==> config.mk <==
export PLATFORM = sky130hd
export DESIGN_NAME = wake_timer
export DESIGN_NICKNAME = d
export VERILOG_FILES = /design/src/rtl/wut_pkg.sv /design/src/rtl/wut_regs.sv /design/src/rtl/wut_counter.sv /design/src/rtl/wut_window.sv /design/src/rtl/wake_timer.sv
export SDC_FILE = /design/constraint.sdc
export NUM_CORES = 1
export LEC_CHECK = 0
export ABC_AREA = 1
export BUFFER_PORTS_ARGS = -buffer_cell sky130_fd_sc_hd__buf_4
export CAP_MARGIN = 15
export CORE_MARGIN = 4
export CORE_UTILIZATION = 30
export CTS_CLUSTER_SIZE = 24
export DETAILED_ROUTE_END_ITERATION = 8
export GPL_TIMING_DRIVEN = 0
export MAX_ROUTING_LAYER = met4
export PLACE_DENSITY = 0.47
export SLEW_MARGIN = 20
export SYNTH_ARGS = -nofsm -noshare
export SYNTH_HDL_FRONTEND = slang
export SYNTH_SLANG_ARGS = --single-unit
==> constraint.sdc <==
create_clock -name clk -period 2.5 [get_ports clk]
set_input_delay 0.5 -clock clk [delete_from_list [all_inputs] [get_ports clk]]
set_output_delay 0.5 -clock clk [all_outputs]
set_load 0.01 [all_outputs]
==> src/rtl/wut_pkg.sv <==
package wut_pkg;
  localparam logic [2:0] A_CTRL   = 3'd0;
  localparam logic [2:0] A_EXP    = 3'd1;
  localparam logic [2:0] A_MHI    = 3'd2;
  localparam logic [2:0] A_MLO    = 3'd3;
  localparam logic [2:0] A_WIN    = 3'd4;
  localparam logic [2:0] A_STATUS = 3'd5;
  localparam logic [2:0] A_CHI    = 3'd6;
  localparam logic [2:0] A_CLO    = 3'd7;

  // exponent after clamping to the configured limit
  function automatic int unsigned eff_exp(input logic [4:0] r, input int unsigned lim);
    return (int'(r) > lim) ? lim : int'(r);
  endfunction

  // last prescale count: 4 * 2^R - 1
  function automatic logic [31:0] prescale_last(input logic [4:0] r, input int unsigned lim);
    return (32'd4 << eff_exp(r, lim)) - 32'd1;
  endfunction
endpackage

==> src/rtl/wut_regs.sv <==
module wut_regs
  import wut_pkg::*;
#(
  parameter int DATA_W = 8,
  parameter int EXP_W  = 5,
  parameter int WIN_W  = 8
) (
  input  logic                clk,
  input  logic                rst_n,
  input  logic                wr_en,
  input  logic [2:0]          wr_addr,
  input  logic [DATA_W-1:0]   wr_data,
  input  logic                rd_en,
  input  logic [2:0]          rd_addr,
  output logic [DATA_W-1:0]   rd_data,
  input  logic                expire,
  input  logic [2*DATA_W-1:0] cnt,
  output logic                run,
  output logic                ien,
  output logic                ldc,
  output logic [EXP_W-1:0]    exp_r,
  output logic [2*DATA_W-1:0] mant,
  output logic [WIN_W-1:0]    win_len,
  output logic                flag
);
  logic status_read;
  assign status_read = rd_en && (rd_addr == A_STATUS);

  always_ff @(posedge clk or negedge rst_n) begin
    if (!rst_n) begin
      run <= 1'b0; ien <= 1'b0; ldc <= 1'b0;
      exp_r <= '0; mant <= '0; win_len <= '0; flag <= 1'b0;
    end else begin
      if (wr_en) begin
        if (wr_addr == A_CTRL) begin
          run <= wr_data[0];
          ien <= wr_data[1];
          ldc <= wr_data[2];
        end else if (!run) begin
          case (wr_addr)
            A_EXP:   exp_r <= wr_data[EXP_W-1:0];
            A_MHI:   mant[2*DATA_W-1:DATA_W] <= wr_data;
            A_MLO:   mant[DATA_W-1:0] <= wr_data;
            A_WIN:   win_len <= wr_data[WIN_W-1:0];
            default: ;
          endcase
        end
      end
      if (expire && ien) flag <= 1'b1;
      else if (status_read) flag <= 1'b0;
    end
  end

  always_comb begin
    rd_data = '0;
    case (rd_addr)
      A_CTRL:   rd_data = DATA_W'({ldc, ien, run});
      A_EXP:    rd_data = DATA_W'(exp_r);
      A_MHI:    rd_data = mant[2*DATA_W-1:DATA_W];
      A_MLO:    rd_data = mant[DATA_W-1:0];
      A_WIN:    rd_data = DATA_W'(win_len);
      A_STATUS: rd_data = DATA_W'(flag);
      A_CHI:    rd_data = cnt[2*DATA_W-1:DATA_W];
      A_CLO:    rd_data = cnt[DATA_W-1:0];
      default:  rd_data = '0;
    endcase
  end
endmodule

==> src/rtl/wut_counter.sv <==
module wut_counter
  import wut_pkg::*;
#(
  parameter int MANT_W    = 16,
  parameter int EXP_W     = 5,
  parameter int EXP_CLAMP = 20
) (
  input  logic              clk,
  input  logic              rst_n,
  input  logic              run,
  input  logic [MANT_W-1:0] mant,
  input  logic [EXP_W-1:0]  exp_r,
  output logic [MANT_W-1:0] cnt,
  output logic              expire,
  output logic              wake
);
  localparam int PW = EXP_CLAMP + 2;

  logic [PW-1:0]     pre;
  logic [PW-1:0]     pre_top;
  logic [MANT_W-1:0] mant_top;
  logic              active;
  logic              pre_wrap;

  assign pre_top  = PW'(prescale_last(exp_r, EXP_CLAMP));
  assign mant_top = mant - MANT_W'(1);
  assign active   = run && (mant != '0);
  assign pre_wrap = (pre == pre_top);
  assign expire   = active && pre_wrap && (cnt == mant_top);

  always_ff @(posedge clk or negedge rst_n) begin
    if (!rst_n) begin
      pre <= '0; cnt <= '0; wake <= 1'b0;
    end else begin
      wake <= expire;
      if (!active) begin
        pre <= '0;
        cnt <= '0;
      end else if (pre_wrap) begin
        pre <= '0;
        cnt <= (cnt == mant_top) ? '0 : cnt + MANT_W'(1);
      end else begin
        pre <= pre + PW'(1);
      end
    end
  end
endmodule

==> src/rtl/wut_window.sv <==
module wut_window #(
  parameter int WIN_W = 8
) (
  input  logic             clk,
  input  logic             rst_n,
  input  logic             arm,
  input  logic             expire,
  input  logic [WIN_W-1:0] win_len,
  input  logic             sig_detect,
  output logic             rx_on
);
  typedef enum logic [1:0] {W_IDLE, W_OPEN, W_HELD} win_state_t;
  win_state_t      st;
  logic [WIN_W-1:0] left;

  always_ff @(posedge clk or negedge rst_n) begin
    if (!rst_n) begin
      st <= W_IDLE; left <= '0;
    end else if (!arm) begin
      st <= W_IDLE; left <= '0;
    end else begin
      case (st)
        W_IDLE: if (expire && win_len != '0) begin
          st <= W_OPEN; left <= win_len;
        end
        W_OPEN: begin
          if (sig_detect) st <= W_HELD;
          else if (left == WIN_W'(1)) st <= W_IDLE;
          else left <= left - WIN_W'(1);
        end
        W_HELD: st <= W_HELD;
        default: st <= W_IDLE;
      endcase
    end
  end

  assign rx_on = (st != W_IDLE);
endmodule

==> src/rtl/wake_timer.sv <==
module wake_timer #(
  parameter int EXP_CLAMP = 20,
  parameter int WIN_W     = 8
) (
  input  logic       clk,
  input  logic       rst_n,
  input  logic       wr_en,
  input  logic [2:0] wr_addr,
  input  logic [7:0] wr_data,
  input  logic       rd_en,
  input  logic [2:0] rd_addr,
  output logic [7:0] rd_data,
  input  logic       sig_detect,
  output logic       wake,
  output logic       irq_n,
  output logic       rx_on
);
  localparam int DATA_W = 8;
  localparam int MANT_W = 2 * DATA_W;
  localparam int EXP_W  = 5;

  logic              expire_evt;
  logic              run_q, ien_q, ldc_q, flag_q;
  logic [EXP_W-1:0]  exp_q;
  logic [MANT_W-1:0] mant_q, cnt_q;
  logic [WIN_W-1:0]  win_q;
  logic              mant_zero;

  assign mant_zero = (mant_q == '0);

  wut_regs #(.DATA_W(DATA_W), .EXP_W(EXP_W), .WIN_W(WIN_W)) u_regs (
    .clk(clk), .rst_n(rst_n), .wr_en(wr_en), .wr_addr(wr_addr), .wr_data(wr_data),
    .rd_en(rd_en), .rd_addr(rd_addr), .rd_data(rd_data), .expire(expire_evt),
    .cnt(cnt_q), .run(run_q), .ien(ien_q), .ldc(ldc_q), .exp_r(exp_q),
    .mant(mant_q), .win_len(win_q), .flag(flag_q)
  );

  wut_counter #(.MANT_W(MANT_W), .EXP_W(EXP_W), .EXP_CLAMP(EXP_CLAMP)) u_cnt (
    .clk(clk), .rst_n(rst_n), .run(run_q), .mant(mant_q), .exp_r(exp_q),
    .cnt(cnt_q), .expire(expire_evt), .wake(wake)
  );

  wut_window #(.WIN_W(WIN_W)) u_win (
    .clk(clk), .rst_n(rst_n), .arm(run_q && ldc_q), .expire(expire_evt),
    .win_len(win_q), .sig_detect(sig_detect), .rx_on(rx_on)
  );

  assign irq_n = !(flag_q && ien_q);
endmodule

==> flow_summary.toml <==
[outcome]
outcome = "finished, violations left"
failing_checks = "negative setup slack"

[setup_path]
timing.critical_path.slowest_cell_delay_ns = 0.44
crit_path_cell_trace = "o21ai_4 > nand4_1 > inv_2 > nand2_4 > ha_4 > nand2_4 > nand4_1 > nand3_2 > nand3_2 > nor3_4 > nand3_4 > nor2_8 > buf_12 > inv_8 > nand2_8 > clkbuf_16 > nor3_1"
timing.reg2reg.worst_path_depth = 17
worstPathBufferInverterCount = 4
timing.critical_path.fanout_max = 8
critical-path-slowest-cell = "dfrtp_2"
r2r_end = "u_cnt.pre[18]"
worst-r2r-setup-slack_ns = -0.36
critPathTopFamily = "simple AND/OR/NAND/NOR gates"
cp_data_required_time_ns = 2.74
worst-endpoint-arrival_ns = 3.10
regToRegStartpoint = "u_regs.exp_r[2]"
setup_crit_path_kind = "flop to flop"
worstSetupEndpointType = "flop"
setup.worst_path.start_class = "flop"

[final_layout]
layout.nets = 947
synthToLayoutAreaGrowth_pct = 29.0
diodes_inserted = 0
final_cells = 1192
layout-drive-gt1-share_pct = 22.4
num-fill-cells = 2065

[place]
number_of_port_buffers = 29
detailedPlacementHpwl_um = 14600
place.gp.congestion = 0.904
place.detailed.instances = 1144
place_worst_setup_slack_ns = -0.801

[global_routing]
grt_start_max_net_pins = 53
grt_overflow = 0
antenna_found_initial = 0
grt_first_pass_wirelength_um = 30600
gr_util_all_layers_pct = 18.1
via_count_of_the_first_global_routing_pass = 5499

[clocking]
clk_root_buffer_cell = "clkbuf_16"
cts.reportedPaths.clkPinSlew_ns = 0.07
cts.sinks = 82
clock_latency_ns = 0.35
tritoncts = "built"
cts.htree.levels = 3
post_cts_hold_buffer_count = 0
cts_inserted_buffers = 9
max-clock-path-buffers = 2

[die]
fp.dieW_um = 149
std_cell_rows = 51
die-area_um2 = 22200
coreArea_um2 = 19500
design.portCount = 30
initial_core_utilization_pct = 30.6
height_of_the_die_um = 149

[sta]
timing.final.hold_violations = 0
timing.slew.headroom_pct = 53.8
timing.setup.tns_ns = -15.26
final.setup_skew_ns = 0.00969
fin_crit_sh_pct = 115
clock.fmax_mhz = 349
postLayoutSetupSlackWorst_ns = -0.363
final.min_clock_period_ns = 2.86
rsz0062_at_grt = "yes"
final-max-slew-violation-count = 0
setup_viol = 49
max_slew.worst_pin.slew_ns = 0.688

[synth]
syn-mean-instance-area_um2 = 7.01
yosysWarnings = 0
ys_seq_elements = 82
synth.cell_area_um2 = 5950
synthArstFlopShare_pct = 100
post_synth_main_area_contributors = "dfrtp_1 34%, nand2_1 10%, inv_1 6.9%"
synthCells = 849
synth-edff-count = 0
synth_top_area_share_pct = 34.5
synth_top_cell_by_area = "dfrtp_1"
synth_sequential_area_ratio_pct = 34.5
mappedNetlistNets = 874
yosys.cell_types.count = 49
synth_top_flop_cell = "dfrtp_1"

[route]
dr.first_iter.drc_count = 405
drt-wirelength-per-cell_um = 16.4
via_count = 5930
first_pass_iters = 5
vias_per_cell = 4.97
postRouteAntennaNets = 0
drc_errors = 0
wl_um = 19500

[job]
cap_viol_max_count = 0

[power_and_ir_drop]
ir_worst_vdd_mv = 0.307
p_leak_nw = 3.39
pwr_density_cell_nw_per_um2 = 638
total_power_w = 0.00490

[min_path]
worstHoldPathType = "input pin to async pin"
==> repair_timing <==
action                     in CTS  in global routing
setup endpoints to repair      56                 53
resized for setup              32                 94
setup buffers                  22                  7
cloned                          0                  3
pin swaps                      19                 19
==> cell usage in the layout (no fill, tap or decap), drive strengths merged, types with 34 or more instances in the layout <==
| master | instances |
|---|---|
| buf | 70 |
| dfrtp | 82 |
| inv | 120 |
| nand2 | 161 |
| nand3 | 82 |
| nand4 | 34 |
| nor2 | 98 |
| nor3 | 34 |
| o21ai | 71 |
| xor2 | 42 |
==> cell type report <==
type | count | area, µm² | area share (%)
multi-input cells | 623 | 3800 | 49.4
flip-flops and latches | 82 | 2060 | 26.8
repair buffers | 62 | 574 | 7.48
inverters | 120 | 462 | 6.01
well taps | 265 | 332 | 4.32
clock buffers | 10 | 239 | 3.11
plain buffers | 24 | 170 | 2.22
clock inverters | 6 | 50.0 | 0.652
==> power by group <==
group / total, W / switching (W) / internal, W
registers: 0.00165 / 0.000194 / 0.00146
clock network: 0.00133 / 0.000617 / 0.000712
logic: 0.00192 / 0.00117 / 0.000751
==> sequential cells by signal, indices dropped and copies added, names as in the netlist <==
register and count:
u_regs.exp_r 5, u_regs.win_len 8, u_cnt.pre 22, u_regs.mant 16
u_cnt.wake 1, u_cnt.cnt 16, u_regs.ien 1, u_regs.ldc 1
u_win.st 2, u_regs.run 1, u_regs.flag 1, u_win.left 8
==> layer usage <==
layer	wire, µm	vias up	track usage [%]
li1	-	2985	-
met1	10200	2821	27.6
met2	8270	104	24.8
met3	696	20	1.61
met4	386	0	6.13
met5	0	-	-
==> cell families after synthesis <==
logic type | synth area share (%)
AND/OR/NAND/NOR | 33.2
buffers and inverters | 9.75
AO/OA/AOI/OAI | 13.1
flip-flops | 34.5
XOR/XNOR | 8.24
adder cells (fa/ha/maj) | 1.26
==> per-stage QoR <==
step	instance area, µm²	hold WS [ns]	util [%]
detailed placement	6580	0.454	33.8
CTS	7190	0.0864	36.9
global placement	6550	0.452	33.7
finish	7680	0.0804	39.5
floorplan	6000	0.204	-
global route	7680	0.110	39.5
==> cell usage after synthesis, types with 2 or more instances <==
cell type	n
inv_1	110
nand2_2	2
nand3_2	3
nor4_1	4
nand3b_1	2
nor3_1	33
a22oi_1	8
nand4_1	33
o2111ai_1	5
and3_1	2
nand2_1	158
a21oi_1	25
a31oi_1	6
o21ai_1	15
buf_6	2
buf_2	5
inv_2	9
o22ai_1	4
ha_1	6
dfrtp_1	82
o21ai_0	55
nor3b_1	4
nor2_1	91
a221oi_1	2
xor2_1	42
xnor2_1	14
nand3_1	78
o211ai_1	4
buf_4	5
clkbuf_1	12
a211oi_1	3
or2_2	4
nor2_2	5
==> worst max-delay path by stage <==
stage / startpoint / to / slack, ns / depth (start not counted)
6_report: u_regs.exp_r[2] / u_cnt.pre[18] / -0.36 / 17
5_1_grt: u_regs.exp_r[2] / u_win.left[4] / -0.52 / 17
4_1_cts: u_regs.exp_r[2] / u_win.left[6] / -0.29 / 21
3_5_place_dp: u_regs.exp_r[2] / u_cnt.cnt[10] / -0.80 / 18
3_3_place_gp: u_regs.exp_r[2] / u_win.left[7] / -0.83 / 19
2_1_floorplan: u_regs.exp_r[2] / u_win.left[0] / -0.15 / 18
(Power assumes the default switching activity.)
